<file path="src/rtl/bcs_pkg.sv">
package bcs_pkg;

    // Width of the in-block offset for the longest burst (8 beats).
    localparam int BCS_OFF_W = 3;

    typedef enum logic [1:0] {
        LEN_2  = 2'b00,
        LEN_4  = 2'b01,
        LEN_8  = 2'b10,
        LEN_8X = 2'b11
    } burst_len_e;

    typedef enum logic {
        ORD_SEQ = 1'b0,
        ORD_XOR = 1'b1
    } burst_ord_e;

    typedef enum logic {
        ST_IDLE  = 1'b0,
        ST_BURST = 1'b1
    } seq_state_e;

    // Offset mask selected by the length code.
    function automatic logic [BCS_OFF_W-1:0] len_to_mask(input burst_len_e len);
        logic [BCS_OFF_W-1:0] m;
        unique case (len)
            LEN_2:         m = BCS_OFF_W'(1);
            LEN_4:         m = BCS_OFF_W'(3);
            LEN_8, LEN_8X: m = BCS_OFF_W'(7);
            default:       m = BCS_OFF_W'(7);
        endcase
        return m;
    endfunction

endpackage

</file>
<file path="src/rtl/bcs_offset_gen.sv">
module bcs_offset_gen
    import bcs_pkg::*;
(
    input  logic [BCS_OFF_W-1:0] start_off_i,
    input  logic [BCS_OFF_W-1:0] beat_idx_i,
    input  logic [BCS_OFF_W-1:0] mask_i,
    input  burst_ord_e           order_i,
    output logic [BCS_OFF_W-1:0] off_o
);

    logic [BCS_OFF_W-1:0] seq_off;
    logic [BCS_OFF_W-1:0] xor_off;

    // The mask drops any carry out of the block, giving the wrap.
    assign seq_off = (start_off_i + beat_idx_i) & mask_i;
    assign xor_off = (start_off_i ^ beat_idx_i) & mask_i;

    always_comb begin
        unique case (order_i)
            ORD_SEQ: off_o = seq_off;
            ORD_XOR: off_o = xor_off;
            default: off_o = seq_off;
        endcase
    end

endmodule

</file>
<file path="src/rtl/bcs_addr_merge.sv">
module bcs_addr_merge
    import bcs_pkg::*;
#(
    parameter int COL_W = 10
) (
    input  logic [COL_W-1:0]     base_col_i,
    input  logic [BCS_OFF_W-1:0] off_i,
    input  logic [BCS_OFF_W-1:0] mask_i,
    output logic [COL_W-1:0]     col_o
);

    genvar g;
    generate
        for (g = 0; g < COL_W; g++) begin : g_bit
            if (g < BCS_OFF_W) begin : g_low
                assign col_o[g] = mask_i[g] ? off_i[g] : base_col_i[g];
            end else begin : g_high
                assign col_o[g] = base_col_i[g];
            end
        end
    endgenerate

endmodule

</file>
<file path="src/rtl/bcs_ctrl.sv">
module bcs_ctrl
    import bcs_pkg::*;
#(
    parameter int COL_W = 10
) (
    input  logic                 clk,
    input  logic                 rst_n,
    input  logic                 start_i,
    input  logic [COL_W-1:0]     start_col_i,
    input  logic [1:0]           burst_len_i,
    input  logic                 burst_type_i,
    output logic [COL_W-1:0]     base_col_o,
    output logic [BCS_OFF_W-1:0] beat_idx_o,
    output logic [BCS_OFF_W-1:0] mask_o,
    output burst_ord_e           order_o,
    output logic                 valid_o,
    output logic                 last_o
);

    seq_state_e           state_q, state_d;
    logic [BCS_OFF_W-1:0] beat_q;
    logic [BCS_OFF_W-1:0] mask_q;
    logic [COL_W-1:0]     col_q;
    burst_ord_e           ord_q;
    logic                 on_final;
    logic                 accept;

    assign on_final = (state_q == ST_BURST) && (beat_q == mask_q);
    assign accept   = (state_q == ST_IDLE) && start_i;

    // Next-state logic.
    always_comb begin
        state_d = state_q;
        unique case (state_q)
            ST_IDLE:  if (start_i)  state_d = ST_BURST;
            ST_BURST: if (on_final) state_d = ST_IDLE;
            default:  state_d = ST_IDLE;
        endcase
    end

    // State register.
    always_ff @(posedge clk or negedge rst_n) begin
        if (!rst_n) state_q <= ST_IDLE;
        else        state_q <= state_d;
    end

    // Burst context: captured on accept, beat counter advanced in BURST.
    always_ff @(posedge clk or negedge rst_n) begin
        if (!rst_n) begin
            beat_q <= '0;
            mask_q <= '0;
            col_q  <= '0;
            ord_q  <= ORD_SEQ;
        end else if (accept) begin
            beat_q <= '0;
            mask_q <= len_to_mask(burst_len_e'(burst_len_i));
            col_q  <= start_col_i;
            ord_q  <= burst_ord_e'(burst_type_i);
        end else if (state_q == ST_BURST) begin
            beat_q <= beat_q + BCS_OFF_W'(1);
        end
    end

    // Outputs.
    always_comb begin
        valid_o    = 1'b0;
        last_o     = 1'b0;
        base_col_o = col_q;
        beat_idx_o = beat_q;
        mask_o     = mask_q;
        order_o    = ord_q;
        unique case (state_q)
            ST_IDLE:  ;
            ST_BURST: begin
                valid_o = 1'b1;
                last_o  = on_final;
            end
            default:  ;
        endcase
    end

endmodule

</file>
<file path="src/rtl/burst_col_seq.sv">
module burst_col_seq
    import bcs_pkg::*;
#(
    parameter int COL_W = 10
) (
    input  logic             clk,
    input  logic             rst_n,
    input  logic             start_i,
    input  logic [COL_W-1:0] start_col_i,
    input  logic [1:0]       burst_len_i,
    input  logic             burst_type_i,
    output logic             beat_valid_o,
    output logic             beat_last_o,
    output logic [COL_W-1:0] beat_col_o
);

    logic [COL_W-1:0]     base_col;
    logic [BCS_OFF_W-1:0] beat_idx;
    logic [BCS_OFF_W-1:0] mask;
    logic [BCS_OFF_W-1:0] off;
    burst_ord_e           order;

    bcs_ctrl #(.COL_W(COL_W)) u_ctrl (
        .clk          (clk),
        .rst_n        (rst_n),
        .start_i      (start_i),
        .start_col_i  (start_col_i),
        .burst_len_i  (burst_len_i),
        .burst_type_i (burst_type_i),
        .base_col_o   (base_col),
        .beat_idx_o   (beat_idx),
        .mask_o       (mask),
        .order_o      (order),
        .valid_o      (beat_valid_o),
        .last_o       (beat_last_o)
    );

    bcs_offset_gen u_off (
        .start_off_i (base_col[BCS_OFF_W-1:0]),
        .beat_idx_i  (beat_idx),
        .mask_i      (mask),
        .order_i     (order),
        .off_o       (off)
    );

    bcs_addr_merge #(.COL_W(COL_W)) u_merge (
        .base_col_i (base_col),
        .off_i      (off),
        .mask_i     (mask),
        .col_o      (beat_col_o)
    );

endmodule

</file>
<file path="config.mk">
export PLATFORM = sky130hd
export DESIGN_NAME = burst_col_seq
export DESIGN_NICKNAME = d
export VERILOG_FILES = /design/src/rtl/bcs_pkg.sv /design/src/rtl/bcs_offset_gen.sv /design/src/rtl/bcs_addr_merge.sv /design/src/rtl/bcs_ctrl.sv /design/src/rtl/burst_col_seq.sv
export SDC_FILE = /design/constraint.sdc
export NUM_CORES = 1
export LEC_CHECK = 0
export ABC_AREA = 1
export CORE_MARGIN = 10
export CORE_UTILIZATION = 45
export CTS_CLUSTER_DIAMETER = 60
export DETAILED_ROUTE_END_ITERATION = 7
export GPL_TIMING_DRIVEN = 0
export PLACE_DENSITY = 0.87
export SLEW_MARGIN = 0
export SYNTH_ARGS = -nofsm -noshare
export SYNTH_HDL_FRONTEND = slang
export SYNTH_SLANG_ARGS = --single-unit
</file>
<file path="constraint.sdc">
create_clock -name clk -period 2 [get_ports clk]
set_clock_uncertainty 0.2 [all_clocks]
set_input_delay 0.4 -clock clk [delete_from_list [all_inputs] [get_ports clk]]
set_output_delay 0.4 -clock clk [all_outputs]
set_load 0.1 [all_outputs]
</file>
==> results.md <==
Route:
- The first-pass detailed-route iteration total is 4.
- The detailed router placed 847 vias in this run.
- In the final routed layout, each cell accounts on average for 14.2 µm.
- The detailed-route vias per instance is 4.87.
- The routed design has 2.47 mm of wire.
- The count of nets left with antenna violations once routing finished came out at 0.
- After the first detailed-routing iteration, the DRC count stood at 24.
- In the routed design, unresolved DRC markers number 0.

Global route:
- The number of antenna violations at the first check in global routing is 0.
- The global-route wire length before repair is 3.91 mm.
- The total overflow left after global routing is 0.
- The maximum number of pins on one net before global-route repair is 19.
- The total routing usage reported by global routing is between 10% and 20%.
- The via count of the first global-routing pass is 886.

Timing:
- The hold violation total from the final report is 0.
- The highest clock frequency the design can meet is approximately 0.4 GHz.
- The smallest setup slack after layout is -491 ps.
- The final count of pins violating max slew is 0.
- The slew of the pin with the lowest slew margin is 814 ps.
- Setup violations remaining at the end of the flow were counted as 3.
- The portion of the clock cycle consumed by the worst path in the final layout is 125%.
- The smallest clock period supported by the final layout is computed as 2490 ps.
- The max-slew headroom at the worst pin is 45.5%.
- The worst hold slack after final layout is 220 ps.
- Setup repair after global routing could not meet its margin everywhere.

Layout:
- The post-layout net count is 168.
- The fraction of layout instances using a drive strength above 1 is 36.7%.
- The area growth from synthesis to layout is 53.6%.
- The count of antenna diodes in the layout is 0.

Worst hold path:
- The kind of path behind the tightest hold check is primary input to flop.
- The worst hold path was traced through 3 stages.
- The startpoint of the lowest-slack hold path is start_i.
- The worst-case hold path end point is u_ctrl.base_col_o[0].

Clock network:
- For the worst-skew pair, the clock arrives at the later sink with an insertion delay of roughly 290 ps.
- The number of buffers between clock root and the deepest sink is 2.
- Clock-pin slew was measured on the worst setup and hold paths at 100 ps.
- The clock buffer count from CTS is 3.
- For this design, the sink count on the clock tree is 18.
- For this design, the CTS-stage hold fixing added 0 buffers.
- TritonCTS built the clock tree.
- The number of H-tree levels is 1.
- The library cell used as clock root buffer is clkbuf_4.

Synth:
- During synthesis, Yosys emitted a total of 0 warnings.
- Synthesis produced a netlist with a net count of 131.
- The number of synthesized register bits is 18.
- For this run, the register share of the synthesized area comes to 48.1%.
- Summed over its instances, the top area cell type makes up 48.1% of the synthesized netlist area.
- The number of standard cells after synthesis is approximately 110.
- The number of distinct library cells after synthesis is 20.
- The mapped netlist covers 936 µm².
- The cell taking the most area after synthesis is dfrtp_1.
- The average instance in the mapped netlist occupies around 8.4 µm².
- By area the synthesized netlist is led by dfrtp_1 (48%), nand2_1 (13%), buf_4 (7.2%), nand3_1 (5.9%), ha_1 (4.0%).

Setup path:
- Of all nets on the critical path, the largest fanout is 2.
- The type of element capturing the critical path is an output port.
- The critical path launch point type is a flop.
- The critical path data arrival time is 1890 ps.
- The required time of the critical path is 1400 ps.
- The worst setup path category is flop to output port.
- The worst register-to-register path has a depth of 8.
- The endpoint of the most critical register-to-register path is u_ctrl.state_q.
- The flop-to-flop setup slack is approximately 430 ps.
- The startpoint of the most critical register-to-register path is u_ctrl.beat_idx_o[0].

Die:
- The y dimension of the die is 65.6 µm.
- The floorplan step set the die width to 65.6 µm.
- The floorplan has 16 rows.
- The floorplan step defined a die boundary enclosing 4300 µm².
- For this configuration, the core starts out at a cell density of 47.7%.
- The number of primary I/O pins is 28.
- The placeable core area is 1960 µm².

Placed design:
- Routability-driven placement finished with a final weighted congestion of roughly 0.82.
- Input and output buffers added on the ports amount to 26.
- Once detailed placement completed, the half-perimeter wirelength came to 1.71 mm.

Flow run:
- The count of max-cap constraint violations is 0.

Run status:
- The final reports fail on negative setup slack.
- The flow ran to the end, but the final reports show violations.
==> kinds of logic (layout without fill, tap and decap cells) <==
| logic type | count (synthesis) | after routing | share of synthesized area, % |
|---|---|---|---|
| AND/OR/NAND/NOR | 54 | 54 | 24.6 |
| flip-flops | 18 | 18 | 48.1 |
| adder cells (fa/ha/maj) | 4 | 4 | 6.15 |
| AO/OA/AOI/OAI | 13 | 13 | 7.75 |
| buffers and inverters | 22 | 58 | 13.4 |
==> worst max path at each step <==
stage                                    start            end  slack, ps  cells past startpoint
after CTS                 u_ctrl.beat_idx_o[0]  beat_col_o[1]       -500                      7
after floorplan           u_ctrl.beat_idx_o[0]  beat_col_o[1]       -130                      6
after global routing      u_ctrl.beat_idx_o[0]  beat_col_o[2]       -600                      9
after global placement    u_ctrl.beat_idx_o[0]  beat_col_o[2]      -1140                      9
final                     u_ctrl.beat_idx_o[0]  beat_col_o[1]       -490                      7
after detailed placement  u_ctrl.beat_idx_o[0]  beat_col_o[2]      -1240                      9
==> state kept, by name, summed over array words and instances, names as in the netlist <==
signal,cells
u_ctrl.order_o,1
u_ctrl.state_q,1
u_ctrl.mask_o,3
u_ctrl.beat_idx_o,3
u_ctrl.base_col_o,10
==> through the flow <==
stage	setup WS, ps	area (µm²)	util [%]	TNS, ps	std cells
detailed placement	-1240	1250	63.8	-4880	164
global route	-600	1440	73.3	-1380	174
floorplan	-127	958	-	-341	111
CTS	-497	1380	70.3	-1040	173
finish	-491	1440	73.3	-1150	174
global placement	-1140	1250	63.8	-4670	164
==> synthesized netlist by cell type <==
master   instances
buf_2            1
inv_1           10
nand2_1         32
nand4_1          1
a22o_1           1
ha_1             3
nand3_1         11
buf_4            9
fa_1             1
inv_2            1
nand2_2          1
dfrtp_1         18
o21ai_1          2
nor2_1           7
o21ai_0          3
a21oi_1          6
nor2_4           1
buf_6            1
a21oi_2          1
nor3_1           1
==> routing by layer <==
| layer | track usage, % | up-vias | wire length, µm | share of wire, % |
|---|---|---|---|---|
| met2 | 23.8 | 20 | 1470 | 59 |
| met5 | 0 | - | 0 | 0 |
| met3 | 1.86 | 4 | 53 | 2.1 |
| li1 | - | 416 | - | - |
| met4 | 6.42 | 0 | 52 | 2.1 |
| met1 | 10.0 | 407 | 897 | 36 |
==> layout make-up <==
class / instances / area [µm²]
Tap cell: 27 / 33.8
Multi-Input combinational cell: 71 / 430
Sequential cell: 18 / 457
Clock buffer: 4 / 36.3
Inverter: 11 / 41.3
Timing Repair Buffer: 33 / 367
Buffer: 10 / 72.6
Fill cell: 158 / 524
==> worst max-delay path, stage by stage, from the launching register on <==
cell,delay [ps]
dfrtp_1,440
ha_4,180
inv_2,50
fa_2,420
a21oi_2,150
o21ai_2,80
o21ai_4,80
buf_12,190
==> layout by cell type (no fill, tap or decap), drive strengths merged <==
master,netlist,layout
clkbuf,0,4
dfrtp,18,18
inv,11,11
fa,1,1
ha,3,3
nor2,8,8
nand4,1,1
a22o,1,1
nand3,11,11
o21ai,5,5
clkdlybuf4s15,0,8
nor3,1,1
a21oi,7,7
nand2,33,33
buf,11,21
clkdlybuf4s50,0,14
==> repair_timing <==
action,4_1_cts,5_1_grt
setup endpoints to repair,12,4
cloned,0,0
pin swaps,5,2
buffers inserted,5,3
resized for setup,63,14
Power is left out: the tool's default activity adds up to more than one toggle a clock period on the data nets, which glitch-free logic cannot reach.
